### src/rtl/pll_lock_pkg.sv
package pll_lock_pkg;
    localparam int DIV_W   = 6;
    localparam int RUN_LEN = 128;
    localparam int DATA_W  = 8;
    localparam int ADDR_W  = 2;

    localparam logic [ADDR_W-1:0] ADDR_CTRL   = 2'd0;
    localparam logic [ADDR_W-1:0] ADDR_DIV    = 2'd1;
    localparam logic [ADDR_W-1:0] ADDR_STATUS = 2'd2;

    localparam int CTRL_AUTO_BIT = 0;
    localparam int CTRL_SW_BIT   = 1;
endpackage

### src/rtl/plg_ref_divider.sv
module plg_ref_divider #(
    parameter int DIV_W = 6
) (
    input  logic             clk,
    input  logic             rst_n,
    input  logic             ref_edge,
    input  logic [DIV_W-1:0] div_val,
    output logic             div_edge
);
    typedef struct packed {
        logic [DIV_W-1:0] cnt;
    } div_state_t;

    div_state_t state_d, state_q;

    always_comb begin
        state_d  = state_q;
        div_edge = ref_edge && (state_q.cnt >= div_val);
        if (ref_edge) begin
            if (div_edge) state_d.cnt = '0;
            else          state_d.cnt = state_q.cnt + 1'b1;
        end
    end

    always_ff @(posedge clk or negedge rst_n) begin
        if (!rst_n) state_q <= '0;
        else        state_q <= state_d;
    end
endmodule

### src/rtl/plg_slip_detector.sv
module plg_slip_detector (
    input  logic clk,
    input  logic rst_n,
    input  logic div_edge,
    input  logic fb_edge,
    output logic period_end,
    output logic period_slip
);
    typedef struct packed {
        logic [1:0] fb_cnt;
    } slip_state_t;

    slip_state_t state_d, state_q;
    logic [1:0]  cnt_in;

    always_comb begin
        state_d = state_q;
        if (fb_edge && state_q.fb_cnt != 2'd2) cnt_in = state_q.fb_cnt + 2'd1;
        else                                   cnt_in = state_q.fb_cnt;
        period_end  = div_edge;
        period_slip = div_edge && (cnt_in != 2'd1);
        if (div_edge) state_d.fb_cnt = 2'd0;
        else          state_d.fb_cnt = cnt_in;
    end

    always_ff @(posedge clk or negedge rst_n) begin
        if (!rst_n) state_q <= '0;
        else        state_q <= state_d;
    end
endmodule

### src/rtl/plg_lock_tracker.sv
module plg_lock_tracker #(
    parameter int RUN_LEN = 128
) (
    input  logic clk,
    input  logic rst_n,
    input  logic period_end,
    input  logic period_slip,
    output logic locked,
    output logic lost_evt
);
    localparam int RUN_W = $clog2(RUN_LEN + 1);

    typedef struct packed {
        logic [RUN_W-1:0] run;
        logic             lock;
        logic             evt;
    } trk_state_t;

    trk_state_t state_d, state_q;

    always_comb begin
        state_d     = state_q;
        state_d.evt = 1'b0;
        if (period_end) begin
            if (period_slip) begin
                state_d.run  = '0;
                state_d.lock = 1'b0;
                state_d.evt  = state_q.lock;
            end else begin
                if (state_q.run != RUN_W'(RUN_LEN)) state_d.run = state_q.run + 1'b1;
                if (state_d.run == RUN_W'(RUN_LEN)) state_d.lock = 1'b1;
            end
        end
    end

    always_ff @(posedge clk or negedge rst_n) begin
        if (!rst_n) state_q <= '0;
        else        state_q <= state_d;
    end

    assign locked   = state_q.lock;
    assign lost_evt = state_q.evt;
endmodule

### src/rtl/plg_ctrl_regs.sv
module plg_ctrl_regs
    import pll_lock_pkg::*;
(
    input  logic              clk,
    input  logic              rst_n,
    input  logic              reg_we,
    input  logic [ADDR_W-1:0] reg_addr,
    input  logic [DATA_W-1:0] reg_wdata,
    input  logic              locked,
    output logic [DATA_W-1:0] reg_rdata,
    output logic              auto_en,
    output logic              sw_sel,
    output logic [DIV_W-1:0]  div_val
);
    typedef struct packed {
        logic             auto_en;
        logic             sw_sel;
        logic [DIV_W-1:0] div;
    } reg_state_t;

    reg_state_t state_d, state_q;

    always_comb begin
        state_d = state_q;
        if (reg_we) begin
            if (reg_addr == ADDR_CTRL) begin
                state_d.auto_en = reg_wdata[CTRL_AUTO_BIT];
                state_d.sw_sel  = reg_wdata[CTRL_SW_BIT];
            end else if (reg_addr == ADDR_DIV) begin
                state_d.div = reg_wdata[DIV_W-1:0];
            end
        end
        reg_rdata = '0;
        case (reg_addr)
            ADDR_CTRL: begin
                reg_rdata[CTRL_AUTO_BIT] = state_q.auto_en;
                reg_rdata[CTRL_SW_BIT]   = state_q.sw_sel;
            end
            ADDR_DIV:    reg_rdata[DIV_W-1:0] = state_q.div;
            ADDR_STATUS: reg_rdata[0] = locked;
            default:     reg_rdata = '0;
        endcase
    end

    always_ff @(posedge clk or negedge rst_n) begin
        if (!rst_n) state_q <= '0;
        else        state_q <= state_d;
    end

    assign auto_en = state_q.auto_en;
    assign sw_sel  = state_q.sw_sel;
    assign div_val = state_q.div;
endmodule

### src/rtl/pll_lock_guard.sv
module pll_lock_guard
    import pll_lock_pkg::*;
(
    input  logic              clk,
    input  logic              rst_n,
    input  logic              ref_edge,
    input  logic              fb_edge,
    input  logic              reg_we,
    input  logic [ADDR_W-1:0] reg_addr,
    input  logic [DATA_W-1:0] reg_wdata,
    output logic [DATA_W-1:0] reg_rdata,
    output logic              pll_locked,
    output logic              lock_lost_evt,
    output logic              clk_sel
);
    logic             div_edge;
    logic             period_end;
    logic             period_slip;
    logic             auto_en;
    logic             sw_sel;
    logic [DIV_W-1:0] div_val;

    plg_ref_divider #(.DIV_W(DIV_W)) u_div (
        .clk(clk), .rst_n(rst_n), .ref_edge(ref_edge),
        .div_val(div_val), .div_edge(div_edge)
    );

    plg_slip_detector u_slip (
        .clk(clk), .rst_n(rst_n), .div_edge(div_edge), .fb_edge(fb_edge),
        .period_end(period_end), .period_slip(period_slip)
    );

    plg_lock_tracker #(.RUN_LEN(RUN_LEN)) u_trk (
        .clk(clk), .rst_n(rst_n), .period_end(period_end),
        .period_slip(period_slip), .locked(pll_locked), .lost_evt(lock_lost_evt)
    );

    plg_ctrl_regs u_regs (
        .clk(clk), .rst_n(rst_n), .reg_we(reg_we), .reg_addr(reg_addr),
        .reg_wdata(reg_wdata), .locked(pll_locked), .reg_rdata(reg_rdata),
        .auto_en(auto_en), .sw_sel(sw_sel), .div_val(div_val)
    );

    always_comb begin
        if (auto_en) clk_sel = pll_locked;
        else         clk_sel = sw_sel;
    end
endmodule

### config.mk
export PLATFORM = sky130hd
export DESIGN_NAME = pll_lock_guard
export DESIGN_NICKNAME = d
export VERILOG_FILES = /design/src/rtl/pll_lock_pkg.sv /design/src/rtl/plg_ref_divider.sv /design/src/rtl/plg_slip_detector.sv /design/src/rtl/plg_lock_tracker.sv /design/src/rtl/plg_ctrl_regs.sv /design/src/rtl/pll_lock_guard.sv
export SDC_FILE = /design/constraint.sdc
export NUM_CORES = 1
export LEC_CHECK = 0
export ABC_AREA = 1
export BUFFER_PORTS_ARGS = -buffer_cell sky130_fd_sc_hd__buf_4
export CORE_MARGIN = 2
export CORE_UTILIZATION = 36
export DETAILED_ROUTE_END_ITERATION = 12
export GPL_TIMING_DRIVEN = 1
export SLEW_MARGIN = 0
export SYNTH_ARGS = -nofsm -noshare
export SYNTH_HDL_FRONTEND = slang
export SYNTH_SLANG_ARGS = --single-unit
export TNS_END_PERCENT = 10
### constraint.sdc
create_clock -name clk -period 1.5 [get_ports clk]
set_clock_uncertainty 0.2 [all_clocks]
set_input_delay 0.075 -clock clk [delete_from_list [all_inputs] [get_ports clk]]
set_output_delay 0.075 -clock clk [all_outputs]
set_load 0.1 [all_outputs]
==> run_results.csv, run 1 <==
group,metric,value,unit
layout,area_delta_synth_final,50.60,%
die,rows,23,
clocking,cts.clk_slew.worst_paths,0.09,ns
place,io_buffer_count,21,
grt,overflow,0,
clocking,cts_buffers,3,
drt,drt-pass1-iter-count,4,
sta,layout_setup_ws,-0.2284,ns
drt,drtIter0Drc,35,
grt,grt_pass1_wl,5920,um
grt,grt_pass1_vias,1427,
setup_path,r2r_setup_slack,-0.23,ns
place,gp_congestion,0.7491,
power,vdd_drop_max,0.8565,mV
sta,hold_viol,0,
setup_path,crit_path_end_kind,"register",
clocking,htreeDepth,1,
sta,setup_violations,18,
setup_path,reg2reg_depth,9,
clocking,cts_tree,"done",
setup_path,cp_max_fo,6,
yosys,netlist_instances,202,
setup_path,cp-start-kind,"register",
setup_path,crit_type,"register to register",
layout,layout.nets,292,
place,dpl.hpwl,2553,um
power,leakagePower,1.188,nW
drt,drcViolationCount,0,
setup_path,worst_ep_arrival_time,1.72,ns
place,place_area,1988,um^2
setup_path,critPathRequiredTime,1.49,ns
die,io_pins,26,
yosys,synth-seq-area-share,0.4177,
clocking,clkLatencyLatePin,0.27,ns
die,core-area,4086,um^2
clocking,cts-root-buf,"clkbuf_8",
worst_hold_path,hold_depth,5,
die,die_w,69.78,um
sta,rsz0062_at_grt,"true",
sta,max_freq,578.6,MHz
status,status,"finished with violations",
layout,antenna_cells,0,
yosys,synth.avg_cell_area,7.712,um^2
sta,finalCritPeriodShare,1.152,
worst_hold_path,timing.hold.worst.class,"input pin to register",
sta,fin_crit,1.728,ns
run,drv_cap,0,
grt,grt_usage,0.1464,
worst_hold_path,holdCritStartpoint,"fb_edge",
drt,routed_wl,3518,um
status,failed_checks,"setup timing",
setup_path,r2r_end,"u_trk.state_q[6]",
die,dieArea,4869,um^2
layout,fillers,379,
yosys,synth-seq-cells,26,
yosys,synth_area,1558,um^2
layout,mostFrequentLayoutCell,"buf_4",
clocking,clockBufferDepth,2,
grt,antenna_found_initial,0,
power,powerDensity,1758,nW/um^2
layout,drive_gt1_frac,0.4060,
worst_hold_path,whs_endpoint,"u_slip.state_q[0]",
die,fp.dieH,69.78,um
sta,whs,0.007321,ns
drt,ant_nets,0,
layout,final_area,2346,um^2
sta,tns,-3.107,ns
setup_path,r2r-start,"u_div.state_q[3]",
sta,drv_slew,0,
yosys,yosysWarnings,0,
drt,wl_per_cell,11.13,um
clocking,clock_sinks,26,
layout,final_cell_mix,"46 x buf_4, 36 x nand2_1, 24 x inv_1, 24 x dfrtp_1, 19 x nor2_1",
place,preCtsSetupSlack,-0.2905,ns
yosys,synthDistinctLibCells,29,
drt,viasPerCell,4.547,
die,start_util,0.3812,
drt,num_vias,1437,
grt,grt_max_degree,27,
[worst max-delay path, cell delays in order (launching register included)]
cell and delay, ns:
dfrtp_1 0.42, ha_4 0.29, nand2_1 0.08, nor2_4 0.08, nand2_1 0.06, nand2_2 0.08
nand2_4 0.08, nor2_4 0.16, inv_4 0.08, o22ai_1 0.11
[cells in the mapped netlist]
cell | count | share of area
o22ai_1 | 6 | 0.024
ha_1 | 10 | 0.080
clkbuf_1 | 1 | 0.0024
o21ai_1 | 2 | 0.0064
buf_4 | 2 | 0.0096
o21ai_0 | 10 | 0.032
a21oi_1 | 8 | 0.026
clkinv_1 | 1 | 0.0024
nor3_2 | 2 | 0.013
nor2_4 | 1 | 0.0072
buf_2 | 1 | 0.0032
nor2_1 | 26 | 0.063
xnor2_1 | 1 | 0.0056
nand2_4 | 1 | 0.0072
nor3_1 | 1 | 0.0032
xor2_1 | 4 | 0.022
buf_6 | 1 | 0.0072
nor2_2 | 4 | 0.016
nand4_1 | 1 | 0.0040
nand2_2 | 3 | 0.012
inv_2 | 4 | 0.0096
nand3_2 | 1 | 0.0064
nand3_1 | 11 | 0.035
a21o_1 | 1 | 0.0048
a21oi_2 | 1 | 0.0056
inv_1 | 30 | 0.072
dfrtp_1 | 26 | 0.42
conb_1 | 1 | 0.0024
nand2_1 | 41 | 0.099
[sequential cells by signal, summed over array words and instances, names as in the netlist]
signal,count
u_trk.lost_evt,1
u_regs.sw_sel,1
u_regs.div_val,6
u_regs.auto_en,1
u_slip.state_q,2
u_div.state_q,6
u_trk.locked,1
u_trk.state_q,8
[per-layer routing]
layer | vias to the layer above | track usage | wire length [um] | share of wire
li1 | 753 | - | - | -
met1 | 664 | 0.1924 | 1733 | 0.49
met2 | 18 | 0.2476 | 1656 | 0.47
met3 | 2 | 0.02616 | 109 | 0.031
met4 | 0 | 0.03846 | 19 | 0.0054
met5 | - | 0 | 0 | 0
[how the worst max path moves through the flow]
| stage | from | end | slack, ns | cells after the start |
|---|---|---|---|---|
| after CTS | u_regs.div_val[5] | u_div.state_q[1] | -0.21 | 9 |
| after floorplan | u_regs.div_val[2] | reg_rdata[2] | -0.39 | 2 |
| after global placement | u_regs.div_val[5] | u_trk.state_q[9] | -0.23 | 9 |
| after global routing | u_div.state_q[3] | u_trk.state_q[5] | -0.31 | 9 |
| after detailed placement | u_regs.div_val[5] | u_trk.state_q[2] | -0.29 | 9 |
| final | u_div.state_q[3] | u_trk.state_q[6] | -0.23 | 9 |
[power breakdown]
group | internal (W) | switching [W] | total, W | leakage [nW]
clock network | 0.000234 | 0.000218 | 0.000453 | 0.0288
registers | 0.000953 | 0.000205 | 0.00116 | 0.316
logic | 0.00112 | 0.00140 | 0.00251 | 0.843
[repair_timing]
action	CTS	global route
pin swaps	4	5
setup endpoints to repair	19	26
setup buffers	1	1
resized for setup	10	38
endpoints found under the hold margin	36	2
hold buffers	9	2
[cell type report]
type | instances | area, um^2 | area share
Tap cell | 50 | 62.56 | 0.02667
Sequential cell | 26 | 653.1 | 0.2784
Clock buffer | 4 | 55.05 | 0.02347
Multi-Input combinational cell | 137 | 898.4 | 0.3829
Timing Repair Buffer | 64 | 540.5 | 0.2304
Inverter | 35 | 136.4 | 0.05813
[logic make-up after synthesis]
family | synth area share
other cells | 0.002407
buf+inv | 0.1068
fa+ha+maj | 0.08032
simple gates | 0.2659
compound gates | 0.09880
xor+xnor | 0.02811
flops | 0.4177
[stage by stage]
step,instances,utilization,total power (W)
5_1_grt,316,0.5741,0.004479
3_3_place_gp,299,0.4865,0.003255
4_1_cts,313,0.5315,0.003838
3_5_place_dp,299,0.4865,0.003274
2_1_floorplan,203,-,0.002484
6_report,316,0.5741,0.004125
Note: power is estimated with default switching activity, not from simulation.
==> run 2: changes to the inputs <==
--- a/config.mk
+++ b/config.mk
@@ -11,6 +11,7 @@
 export CORE_UTILIZATION = 36
 export DETAILED_ROUTE_END_ITERATION = 12
 export GPL_TIMING_DRIVEN = 1
+export PLACE_DENSITY = 0.58
 export SLEW_MARGIN = 0
 export SYNTH_ARGS = -nofsm -noshare
 export SYNTH_HDL_FRONTEND = slang
==> constraint.sdc (replaced) <==
create_clock -name clk -period 1.95 [get_ports clk]
set_clock_uncertainty 0.2 [all_clocks]
set_input_delay 0.0975 -clock clk [delete_from_list [all_inputs] [get_ports clk]]
set_output_delay 0.0975 -clock clk [all_outputs]
set_load 0.1 [all_outputs]
==> run 2 against run 1 <==
  * Final area is 19% lower
  * Clock-buffer cell count unchanged
  * Sequential share of layout area is 6.4 points higher
  * Fmax down 1.8%
  * Largest power group unchanged
  * The flow now finishes without violations
  * Final cell count is 11% lower
==> run_results.csv, run 2 (synthesized netlist as in run 1, its figures left out) <==
group,metric,value,unit
die,dieArea,4869,um^2
power,leakagePower,0.9873,nW
layout,area_delta_synth_final,22.09,%
die,io_pins,26,
status,status,"finished clean",
setup_path,crit_chain,"inv_1 > ha_1 > inv_1 > nor2_4 > nand2_2 > nand2_1 > nand3_1 > nor2_1 > nand3_1 > a21oi_2",
clocking,cts-root-buf,"clkbuf_8",
layout,final_cell_mix,"41 x nand2_1, 29 x inv_1, 26 x nor2_1, 25 x dfrtp_1, 21 x buf_4",
clocking,clkLatencyLatePin,0.27,ns
layout,layout.nets,258,
sta,finalCritPeriodShare,0.9025,
clocking,cts_tree,"done",
place,gp_congestion,0.7662,
grt,grt_usage,0.1328,
clocking,clock_sinks,26,
place,dpl.cell_count,269,
setup_path,critPathMaxStageDelay,0.44,ns
die,start_util,0.3812,
die,rows,23,
sta,rsz0062_at_grt,"false",
die,fp.dieH,69.78,um
drt,ant_nets,0,
setup_path,cp-start-kind,"register",
sta,hold_viol,0,
die,core-area,4086,um^2
sta,setup_violations,0,
grt,grt_max_degree,27,
setup_path,critPathRequiredTime,1.95,ns
sta,fin_crit,1.760,ns
layout,largest_reg_flops,8,
drt,drt-pass1-iter-count,4,
grt,grt_pass1_vias,1167,
worst_hold_path,timing.hold.worst.class,"input pin to register",
drt,drtIter0Drc,49,
clocking,cts_buffers,3,
layout,final_util,0.4654,
layout,drive_gt1_frac,0.1897,
sta,max_freq,568.2,MHz
run,drv_cap,0,
power,powerDensity,1297,nW/um^2
drt,viasPerCell,4.493,
setup_path,cpMaxStageDelayCell,"dfrtp_1",
layout,largest-register,"u_trk.state_q",
setup_path,worst_ep_arrival_time,1.76,ns
clocking,htreeDepth,1,
grt,grt_pass1_wl,5195,um
drt,num_vias,1267,
die,die_w,69.78,um
setup_path,crit_type,"register to register",
power,vdd_drop_max,0.3840,mV
place,dpl.hpwl,2227,um
place,io_buffer_count,21,
setup_path,cp_max_fo,5,
grt,overflow,0,
clocking,cts.clk_slew.worst_paths,0.09,ns
layout,antenna_cells,0,
clocking,clockBufferDepth,2,
sta,drv_slew,0,
layout,mostFrequentLayoutCell,"nand2_1",
drt,drcViolationCount,0,
layout,finalNonFillerCells,282,
drt,wl_per_cell,10.66,um
grt,antenna_found_initial,0,
drt,routed_wl,3005,um
setup_path,crit_path_end_kind,"register",
run 2: cell types whose count changed in the layout (fill, tap and decap cells not counted), moves of 5 or more:
cell,before,now
nor2_2,9,3
buf_4,46,21
inv_1,24,29
nor2_1,19,26
buf_6,6,0
nand2_1,36,41
run 2: stage by stage:
stage / setup WS (ns) / setup TNS [ns] / instance area [um^2] / hold WS, ns / power (W)
floorplan: -0.07521 / -0.07521 / 1574 / -0.3981 / 0.001909
global placement: 0.1224 / 0 / 1759 / -0.1708 / 0.002130
detailed placement: 0.1146 / 0 / 1759 / -0.1720 / 0.002149
CTS: 0.1026 / 0 / 1894 / 0.003183 / 0.002485
global route: 0.01430 / 0 / 1902 / 0.04266 / 0.002711
finish: 0.1902 / 0 / 1902 / 0.01071 / 0.002467
run 2: path summary, 6_finish.rpt:
kind / startpoint / to / slack, ns / depth (start not counted)
max in group asynchronous: rst_n / u_trk.locked / 1.21 / 2
min in group asynchronous: rst_n / u_trk.state_q[4] / 0.07 / 2
worst max register to register: u_trk.state_q[2] / u_trk.locked / 0.19 / 10
worst min register to register: u_regs.div_val[1] / u_regs.div_val[1] / 0.30 / 2
worst max-delay path: u_trk.state_q[2] / u_trk.locked / 0.19 / 10
worst min-delay path: reg_addr[0] / u_regs.auto_en / 0.01 / 4
run 2: area by class of cell:
type                       instances  area [um^2]
multi-input combinational        137        760.7
clock buffer                       4        45.04
timing repair buffer              30        247.7
inverter                          35        133.9
tap                               50        62.56
fill                             410         2185
sequential                        26        651.9
run 2: what timing repair did:
item / in CTS / in global routing
gates resized for setup: 0 / 4
setup endpoints to repair: 0 / 8
endpoints found under the hold margin: 37 / 0
buffers inserted: 0 / 0
hold buffers: 9 / 0
run 2: layer usage:
layer / GRT usage / vias up / routed length (um)
li1: - / 685 / -
met1: 0.1852 / 558 / 1586
met2: 0.1968 / 20 / 1255
met3: 0.02471 / 4 / 101
met4: 0.06410 / 0 / 62
met5: 0 / - / 0
run 2: worst max-delay path: cells and delay by family (launching register included):
kind | cells | cell delay, ns
simple gates | 6 | 0.59
flops | 1 | 0.44
buf+inv | 2 | 0.18
fa+ha+maj | 1 | 0.16
compound gates | 1 | 0.12
run 2: where the power goes:
group / internal, W / total (W) / switching (W)
Clock: 0.000146 / 0.000316 / 0.000169
Sequential: 0.000732 / 0.000902 / 0.000170
Combinational: 0.000419 / 0.00125 / 0.000831
==> run 3: changes to the inputs <==
--- a/config.mk
+++ b/config.mk
@@ -12,7 +12,6 @@
 export DETAILED_ROUTE_END_ITERATION = 12
 export GPL_TIMING_DRIVEN = 1
 export PLACE_DENSITY = 0.58
-export SLEW_MARGIN = 0
 export SYNTH_ARGS = -nofsm -noshare
 export SYNTH_HDL_FRONTEND = slang
 export SYNTH_SLANG_ARGS = --single-unit
==> constraint.sdc (replaced) <==
create_clock -name clk -period 1.95 [get_ports clk]
set_clock_uncertainty 0.2 [all_clocks]
set_input_delay 0.0975 -clock clk [delete_from_list [all_inputs] [get_ports clk]]
set_output_delay 0.0975 -clock clk [all_outputs]
set_load 0.02 [all_outputs]
==> run 3 against run 2 <==
  * Non-clock buffer count is 1 higher
  * Routed wire length is 5.7% lower
  * Sequential share of layout area is 0.066 points lower
  * Sequential power is 0.9% lower
  * Final cell count is 0.35% higher
  * Flip-flop and latch count stayed put
  * Via count hardly changed
  * Total power is 8.3% lower
  * Fmax is 1.6% lower
  * Core utilization stayed put
  * Global-route usage is 0.31 points higher
  * Setup slack worse by 0.028 ns
  * Critical path type unchanged
  * Largest cell class unchanged
  * Largest power group unchanged
==> run_results.csv, run 3 (synthesized netlist as in run 1, its figures left out) <==
group,metric,value,unit
die,core-area,4086,um^2
setup_path,cp-start-kind,"register",
place,gp_congestion,0.7544,
power,p_clk_frac,0.154,
sta,tns,0,ns
power,vdd_drop_max,0.4938,mV
drt,routed_wl,2834,um
drt,num_vias,1266,
drt,wl_per_cell,10.01,um
setup_path,cpLargestDelayFamily,"flip-flops",
clocking,cts.clk_slew.worst_paths,0.09,ns
sta,finalCritPeriodShare,0.9167,
setup_path,worst-path-buf-inv,1,
drt,drtIter0Drc,55,
sta,whs,0.03825,ns
clocking,htreeDepth,1,
grt,grt_usage,0.1359,
drt,drt-pass1-iter-count,4,
clocking,cts-root-buf,"clkbuf_8",
grt,overflow,0,
power,internal-power,0.001326,W
place,dpl.hpwl,2142,um
drt,ant_nets,0,
sta,drv_slew,0,
power,p_sw_frac,0.4141,
clocking,cts_buffers,3,
grt,grt_pass1_vias,1254,
sta,rsz0062_at_grt,"false",
setup_path,worst_ep_arrival_time,1.74,ns
setup_path,cp_max_fo,14,
worst_hold_path,timing.hold.worst.class,"input pin to register",
layout,largest_reg_flops,8,
layout,final_cell_mix,"41 x nand2_1, 29 x inv_1, 26 x nor2_1, 26 x dfrtp_1, 21 x buf_4",
die,io_pins,26,
setup_path,crit_path_end_kind,"register",
setup_path,cpMaxStageDelayCell,"dfrtp_1",
sta,setup_violations,0,
clocking,clockBufferDepth,2,
clocking,clkLatencyLatePin,0.27,ns
power,combPwrFrac,0.451,
layout,drive_gt1_frac,0.1845,
die,start_util,0.3812,
layout,largest-register,"u_trk.state_q",
setup_path,crit_type,"register to register",
sta,max_freq,559.4,MHz
setup_path,critPathRequiredTime,1.90,ns
layout,regArea,650.6,um^2
die,fp.dieH,69.78,um
clocking,cts_tree,"done",
sta,hold_viol,0,
drt,drcViolationCount,0,
layout,multiInputGateArea,744.5,um^2
die,rows,23,
sta,fin_crit,1.788,ns
power,p_seq_frac,0.395,
grt,grt_max_degree,27,
place,io_buffer_count,21,
place,preCtsSetupSlack,0.1041,ns
die,dieArea,4869,um^2
run,drv_cap,0,
grt,grt_pass1_wl,5464,um
setup_path,crit_chain,"ha_1 > nand2_1 > a21oi_1 > nor2_1 > nand2_1 > nand2_4 > inv_2 > o22ai_1",
grt,antenna_found_initial,0,
layout,mostFrequentLayoutCell,"nand2_1",
setup_path,critPathMaxStageDelay,0.43,ns
sta,layout_setup_ws,0.1624,ns
setup_path,cp_common_cell,"nand2_1",
layout,layout.nets,259,
layout,area_delta_synth_final,22.09,%
status,status,"finished clean",
layout,fillers,408,
clocking,clock_sinks,26,
layout,antenna_cells,0,
drt,viasPerCell,4.473,
power,powerDensity,1190,nW/um^2
power,leakagePower,0.9991,nW
die,die_w,69.78,um
clocking,post-cts-setup-buffers,0,
power,p_switching,0.0009370,W
[run 3: timing repair]
action,CTS,global route
hold endpoints to repair,37,0
hold buffers,10,0
resized for setup,0,1
endpoints found under the setup margin,0,6
[run 3: routing by layer]
metal / GRT usage / vias to the layer above / share of wire / wire [um]
met5: 0 / - / 0 / 0
met4: 0.04487 / 0 / 0.014 / 40
met3: 0.02616 / 4 / 0.043 / 121
met2: 0.2042 / 20 / 0.42 / 1197
met1: 0.1953 / 553 / 0.52 / 1475
li1: - / 689 / - / -
[run 3: stage by stage]
stage | util | instances | total power, W | cell area [um^2]
final | 0.4654 | 283 | 0.002263 | 1902
after global routing | 0.4654 | 283 | 0.002532 | 1902
after CTS | 0.4654 | 283 | 0.002300 | 1902
after detailed placement | 0.4274 | 269 | 0.001915 | 1747
after global placement | 0.4274 | 269 | 0.001905 | 1747
after floorplan | - | 203 | 0.001682 | 1562
[run 3: worst register-to-register path, delay by kind of cell, from the launching register on]
kind,cells,cell delay [ns]
and+or+nand+nor,4,0.29
adders and majority gates,1,0.31
buffers and inverters,1,0.22
AOI/OAI and AO/OA,2,0.24
DFF,1,0.43
[run 3: cell type report]
type	instances	share of cell area
flip-flops and latches	26	0.3421
repair buffers	31	0.1355
multi-input cells	137	0.3914
inverters	35	0.06908
well taps	50	0.03289
clock buffers	4	0.02895
[run 3: power by group through the flow]
stage	Combinational (W)	Clock (W)	Sequential, W
finish	0.00102	0.000349	0.000894
global route	0.00122	0.000392	0.000924
CTS	0.00104	0.000364	0.000896
detailed placement	0.00101	0	0.000908
global placement	0.00100	0	0.000904
floorplan	0.000795	0	0.000887
[run 3: worst paths after layout]
kind	start	end	slack, ns	cells after the start
worst max register to register	u_div.state_q[3]	u_trk.state_q[4]	0.16	8
worst max-delay path	u_div.state_q[3]	u_trk.state_q[4]	0.16	8
max in group asynchronous	rst_n	u_regs.div_val[3]	1.23	2
min in group asynchronous	rst_n	u_trk.state_q[5]	0.07	2
worst min-delay path	fb_edge	u_slip.state_q[0]	0.04	5
worst min register to register	u_regs.div_val[1]	u_regs.div_val[1]	0.31	2
